[src/rtl/cla16_pkg.sv]
package cla16_pkg;

    localparam int GRP_W  = 4;
    localparam int GRP_N  = 4;
    localparam int WORD_W = GRP_W * GRP_N;

    typedef logic [WORD_W-1:0] word_t;

    typedef struct packed {
        logic gen;
        logic prop;
    } gp_t;

    function automatic logic sum_bit(input logic x, input logic y, input logic c);
        return x ^ y ^ c;
    endfunction

endpackage

[src/rtl/cla16_lookahead.sv]
module cla16_lookahead
    import cla16_pkg::*;
#(
    parameter int N = 4
) (
    input  logic [N-1:0] g_vec,
    input  logic [N-1:0] p_vec,
    input  logic         c_in,
    output logic [N-1:1] c_mid,
    output gp_t          blk
);

    // Carry into position top+1, written as one flattened sum of products:
    // each generate term is gated by the propagates above it,
    // and the carry-in is gated by every propagate.
    function automatic logic carry_at(input logic [N-1:0] g, input logic [N-1:0] p,
                                      input int top, input logic ci);
        logic acc;
        logic term;
        acc = 1'b0;
        for (int j = 0; j <= top; j++) begin
            term = g[j];
            for (int k = j + 1; k <= top; k++) term = term & p[k];
            acc = acc | term;
        end
        term = ci;
        for (int k = 0; k <= top; k++) term = term & p[k];
        return acc | term;
    endfunction

    for (genvar i = 1; i < N; i++) begin : g_carry
        assign c_mid[i] = carry_at(g_vec, p_vec, i - 1, c_in);
    end

    assign blk.gen  = carry_at(g_vec, p_vec, N - 1, 1'b0);
    assign blk.prop = &p_vec;

endmodule

[src/rtl/cla16_group.sv]
module cla16_group
    import cla16_pkg::*;
(
    input  logic [GRP_W-1:0] a_sl,
    input  logic [GRP_W-1:0] b_sl,
    input  logic             c_in,
    output logic [GRP_W-1:0] s_sl,
    output gp_t              grp
);

    logic [GRP_W-1:0] bit_g;
    logic [GRP_W-1:0] bit_p;
    logic [GRP_W-1:0] c_vec;
    logic [GRP_W-1:1] c_mid;

    assign bit_g = a_sl & b_sl;
    assign bit_p = a_sl | b_sl;

    cla16_lookahead #(.N(GRP_W)) i_la (
        .g_vec (bit_g),
        .p_vec (bit_p),
        .c_in  (c_in),
        .c_mid (c_mid),
        .blk   (grp)
    );

    assign c_vec[0]         = c_in;
    assign c_vec[GRP_W-1:1] = c_mid;

    for (genvar i = 0; i < GRP_W; i++) begin : g_sum
        assign s_sl[i] = sum_bit(a_sl[i], b_sl[i], c_vec[i]);
    end

endmodule

[src/rtl/cla16_adder.sv]
module cla16_adder
    import cla16_pkg::*;
(
    input  logic [15:0] op_a,
    input  logic [15:0] op_b,
    input  logic        carry_in,
    output logic [15:0] sum,
    output logic        carry_out,
    output logic        word_gen,
    output logic        word_prop
);

    gp_t              grp_gp [GRP_N];
    logic [GRP_N-1:0] grp_g;
    logic [GRP_N-1:0] grp_p;
    logic [GRP_N-1:0] grp_cin;
    logic [GRP_N-1:1] lvl2_c;
    gp_t              word_gp;

    for (genvar k = 0; k < GRP_N; k++) begin : g_grp
        cla16_group i_grp (
            .a_sl (op_a[k*GRP_W +: GRP_W]),
            .b_sl (op_b[k*GRP_W +: GRP_W]),
            .c_in (grp_cin[k]),
            .s_sl (sum[k*GRP_W +: GRP_W]),
            .grp  (grp_gp[k])
        );
        assign grp_g[k] = grp_gp[k].gen;
        assign grp_p[k] = grp_gp[k].prop;
    end

    // Second level: the same flattened form, applied to the group pairs.
    cla16_lookahead #(.N(GRP_N)) i_lvl2 (
        .g_vec (grp_g),
        .p_vec (grp_p),
        .c_in  (carry_in),
        .c_mid (lvl2_c),
        .blk   (word_gp)
    );

    assign grp_cin[0]         = carry_in;
    assign grp_cin[GRP_N-1:1] = lvl2_c;

    assign word_gen  = word_gp.gen;
    assign word_prop = word_gp.prop;
    assign carry_out = word_gp.gen | (word_gp.prop & carry_in);

endmodule

[config.mk]
export PLATFORM = sky130hd
export DESIGN_NAME = cla16_adder
export DESIGN_NICKNAME = d
export VERILOG_FILES = /design/src/rtl/cla16_pkg.sv /design/src/rtl/cla16_lookahead.sv /design/src/rtl/cla16_group.sv /design/src/rtl/cla16_adder.sv
export SDC_FILE = /design/constraint.sdc
export NUM_CORES = 1
export LEC_CHECK = 0
export ABC_AREA = 0
export BUFFER_PORTS_ARGS = -buffer_cell sky130_fd_sc_hd__buf_2
export CAP_MARGIN = 20
export CORE_MARGIN = 2
export CORE_UTILIZATION = 56
export DETAILED_ROUTE_END_ITERATION = 6
export PLACE_DENSITY = 0.91
export SETUP_SLACK_MARGIN = 0.15
export SKIP_LAST_GASP = 1
export SLEW_MARGIN = 20
export SYNTH_ARGS = -nofsm -noshare
export SYNTH_HDL_FRONTEND = slang
export SYNTH_SLANG_ARGS = --single-unit
[constraint.sdc]
create_clock -name vclk -period 3.7
set_input_delay 0.185 -clock vclk [all_inputs]
set_output_delay 0.185 -clock vclk [all_outputs]
set_load 0.01 [all_outputs]
# Yosys cells after proc, flatten, opt, wreduce, memory -nomap -nowiden
# Index checks and enable logic that the tools add are counted.
word_totals:
  in_bits: 33
  ff_bits: 0
  out_inout_bits: 19
op_classes:
  n_bitwise: 132
  reduce_logical: 5
ops:
  columns: ["operator", "count"]
  rows:
  - ["$and A1 B1 Y1", 46]
  - ["$or A1 B1 Y1", 46]
  - ["$xor A1 B1 Y1", 32]
  - ["$and A4 B4 Y4", 4]
  - ["$or A4 B4 Y4", 4]
  - ["$reduce_and A16 Y1", 1]
  - ["$reduce_and A4 Y1", 4]

# Logic depth before layout (Yosys ltp)
depth:
  word_depth: 17
  mapped_depth: 8
  mapped_depth_nobuf: 8

# By module
# From an unflattened synthesis, not the netlist that was laid out.
hier_totals:
  cells_unflattened: 147
  hier_area_um2: 1016.0
modules_own_cells:
  columns: ["mod", "cells_per_inst", "area_per_inst_um2", "n_inst"]
  rows:
  - ["cla16_group", 24, 180.2, 4]
  - ["cla16_lookahead", 10, 57.6, 5]
  - ["cla16_adder", 1, 7.5, 1]

# Worst setup path before layout
# No wires, ideal clock.
synth_timing:
  path_type: "input port to output port"
  startpoint: "input op_a[3]"
  endpoint: "output sum[13]"
  arrival_time_ns: 1.971
  slack_ns: 1.544
  path_buffers: 0
  required_ns: 3.515
  stages: 8
  path_cell_list: "inv_1 > ha_1 > inv_2 > a211o_1 > o21ba_4 > or3_1 > fa_1 > xor2_1"
synth_between:
  elab_chain_len: 13
synth_lines:
  columns: ["item", "line_no", "rtl"]
  rows:
  - ["start, declared", "cla16_adder.sv:4", "input logic [15:0] op_a,"]
  - ["$or A4 B4 Y4", "cla16_group.sv:17", "assign bit_p = a_sl | b_sl;"]
  - ["$and A1 B1 Y1", "cla16_lookahead.sv:23", "for (int k = j + 1; k <= top; k++) term = term & p[k];"]
  - ["$or A1 B1 Y1 (3 in a row)", "cla16_lookahead.sv:24", "acc = acc | term;"]
  - ["$and A1 B1 Y1 (2 in a row)", "cla16_lookahead.sv:23", null]
  - ["$or A1 B1 Y1 (2 in a row)", "cla16_lookahead.sv:24", null]
  - ["$or A1 B1 Y1 *", "cla16_lookahead.sv:28", "return acc | term;"]
  - ["$and A1 B1 Y1 *", "cla16_lookahead.sv:27", "for (int k = 0; k <= top; k++) term = term & p[k];"]
  - ["$or A1 B1 Y1 *", "cla16_lookahead.sv:28", null]
  - ["$xor A1 B1 Y1 *", "cla16_pkg.sv:15", "return x ^ y ^ c;"]
  - ["end, declared", "cla16_adder.sv:7", "output logic [15:0] sum,"]
# Every way passes the cells marked *; elsewhere a longest branch is shown, timed or not.

# Worst setup path in the final report
# Ends and elaborated chain as after synthesis.

==> results by group <==
Status
  • Status: finished clean

Floorplanning
  • Core footprint: between 2000 and 2500 sq um
  • Die Y-Extent: 51.2 microns
  • # rows: 17
  • Die Width: roughly 51 microns
  • Full die area: 2620 sq um
  • Initial Util: 57.6%
  • # IOs: 52

Final layout
  • FFs & Latches: 0
  • Sequential cell area: 0 sq um
  • Nets@finish: between 200 and 300
  • Layout Cells excl Fill: 248
  • Final Util: 71.2%
  • Synth-to-layout area growth: 23.6%
  • ANT cells: 0
  • Layout cell share with drive strength beyond 1: a little under a third
  • Clock buffer count: 0

Route
  • DRT antenna net count: 0
  • Routed WL: 2.56 mm
  • DR WL/cell: 10.3 microns
  • Initial DRC Count: 23
  • Total number of vias: around 1300
  • DR pass1 iterations: 4
  • DR vias/cell: slightly above 5
  • Drt drc: 0

Setup path
  • Arrival @ worst endpoint: about 2.2 ns
  • Worst Path Buf+Inv: 4
  • Largest delay share family, worst path: adder cells
  • CP Capture Type: output pin
  • Crit path largest cell delay: 0.38 ns
  • Startpoint types: input port
  • Data required, critical path: around 3.5 ns
  • CP max-delay cell: fa_1
  • Critical-path cell list: buf_2, inv_1, ha_1, inv_2, a211o_1, o21ba_4, or3_1, fa_1, xor2_1, buf_2
  • Most used cell, CP: buf_2
  • Worst Path Max Fanout: 4
  • CP Class: in -> out

Global routing
  • First-pass GRT wire length: around 4.5 mm
  • Gr usage total: about 20%
  • Initial antenna violation count: 0
  • Vias in the first global route: 1176
  • GRT overflow: 0
  • Largest net degree at the start of global routing: 7

Timing
  • Rel. slew slack: 56.7%
  • Final worst path period share: 64.5%
  • Final Critical Period: 2.39 ns
  • RSZ-0062 raised after global routing: false
  • Fmax: 419 MHz
  • Worst-Margin Slew: 0.644 ns
  • TNS Setup: 0 ns
  • Pins over their slew limit: 0
  • Final hold violation count: 0
  • Final setup fails: 0

Synthesis
  • Mapped Nets: between 200 and 250
  • Gate Count Post-Synth: 168
  • Post-synthesis cell area: 1250 sq um
  • Synth warn: 0
  • Mean Syn Cell Area: 7.43 sq um
  • Yosys cell types: 39
  • Register area share after synthesis: 0%

CTS
  • Resized cells post-CTS: 0
  • Hold buffers post-CTS: 0
  • Post-CTS Setup Bufs: 0

Place
  • Port bufs: 52
  • Post-DP HPWL: 2.29 mm
  • DP Cell Count: between 200 and 250
  • GPL Wtd Cong: 0.749

Power and ir drop
  • Pwr dens: 151 nW/um^2
  • Worst VDD drop: 108 uV
  • Static leakage power: 0.913 nW

Worst hold path
  • Hold crit path type: in -> out

Job
  • Max-cap viol count: 0
[routing by layer]
| layer | wire [microns] | track usage (%) | up-vias |
|---|---|---|---|
| met5 | 0 | 0 | - |
| met4 | 0 | 0 | 0 |
| met3 | 133 | 0 | 0 |
| met2 | 1290 | 42.9 | 39 |
| met1 | 1130 | 24.3 | 575 |
| li1 | - | - | 662 |
[worst paths after layout]
path / from / cells after the start / slack (ns) / to
setup / recovery: op_a[3] / 10 / 1.31 / sum[13]
hold / removal: carry_in / 4 / 0.73 / carry_out
[layout make-up]
cell class	count	area, sq um
timing repair buffer	52	260
tap	28	35.0
fill	195	626
inverter	42	158
multi-input combinational	126	1090
[metrics by stage]
stage                     total power, mW  hold WS, ns  instance area, sq um  setup slack (ns)
after detailed placement            0.232        0.729                  1540              1.31
after global placement              0.225        0.713                  1540              1.33
after global routing                0.260        0.768                  1540              1.22
after CTS                           0.233        0.729                  1540              1.31
after floorplan                     0.152        0.511                  1250              1.54
final                               0.232        0.726                  1540              1.31
[cells in the final DEF, fill, tap and decap left out, types with 3 or more instances in the layout]
master	count
buf_2	52
inv_1	41
ha_1	32
a21oi_1	12
nor2_1	12
nand2_1	6
xor2_1	5
nor2b_1	4
o21ai_0	4
nor3_1	4
fa_1	4
nand2b_1	3
or2_2	3
[Yosys cell counts]
cell type / instances / area (sq um)
a2111oi_0: 1 / 8.76
a211o_1: 2 / 17.5
a21boi_2: 1 / 11.3
a21oi_1: 12 / 60.1
a221oi_1: 1 / 8.76
a311oi_1: 1 / 8.76
and2_1: 2 / 12.5
and3_2: 1 / 7.51
and4b_2: 1 / 11.3
fa_1: 4 / 80.1
ha_1: 32 / 400
inv_1: 41 / 154
inv_2: 1 / 3.75
mux2_2: 1 / 11.3
nand2_1: 6 / 22.5
nand2b_1: 3 / 18.8
nand2b_4: 1 / 13.8
nand3_1: 1 / 5.00
nor2_1: 12 / 45.0
nor2b_1: 4 / 25.0
nor3_1: 4 / 20.0
nor3b_1: 2 / 15.0
nor4_1: 2 / 12.5
nor4_2: 1 / 12.5
nor4_4: 1 / 21.3
o21ai_0: 4 / 20.0
o21ai_1: 1 / 5.00
o21ai_2: 1 / 8.76
o21ba_4: 1 / 16.3
o21bai_1: 2 / 15.0
o221a_2: 2 / 22.5
o311a_1: 2 / 20.0
o31ai_1: 2 / 15.0
or2_2: 3 / 18.8
or3_1: 2 / 12.5
or4_1: 2 / 15.0
or4_4: 1 / 11.3
xnor2_1: 2 / 17.5
xor2_1: 5 / 43.8
[worst min-delay path: stages]
cell,delay (ns)
buf_2,0.10
nand2_1,0.05
nand3_1,0.08
buf_2,0.13
[power breakdown]
| group | switching (mW) | internal [mW] | total [mW] |
|---|---|---|---|
| Combinational | 0.124 | 0.108 | 0.232 |
| Clock | 0 | 0 | 0 |
| Sequential | 0 | 0 | 0 |
[logic make-up (layout without fill, tap and decap cells)]
| family | Yosys count | after routing | share of synthesized area [%] |
|---|---|---|---|
| buffers and inverters | 42 | 94 | 12.6 |
| xor gates and xnor gates | 7 | 7 | 4.91 |
| and+or+nand+nor | 49 | 49 | 24.0 |
| AOI/OAI and AO/OA | 33 | 33 | 19.0 |
| adders and majority gates | 36 | 36 | 38.5 |
| muxes | 1 | 1 | 0.902 |
Note: power is estimated with default switching activity, not from simulation.
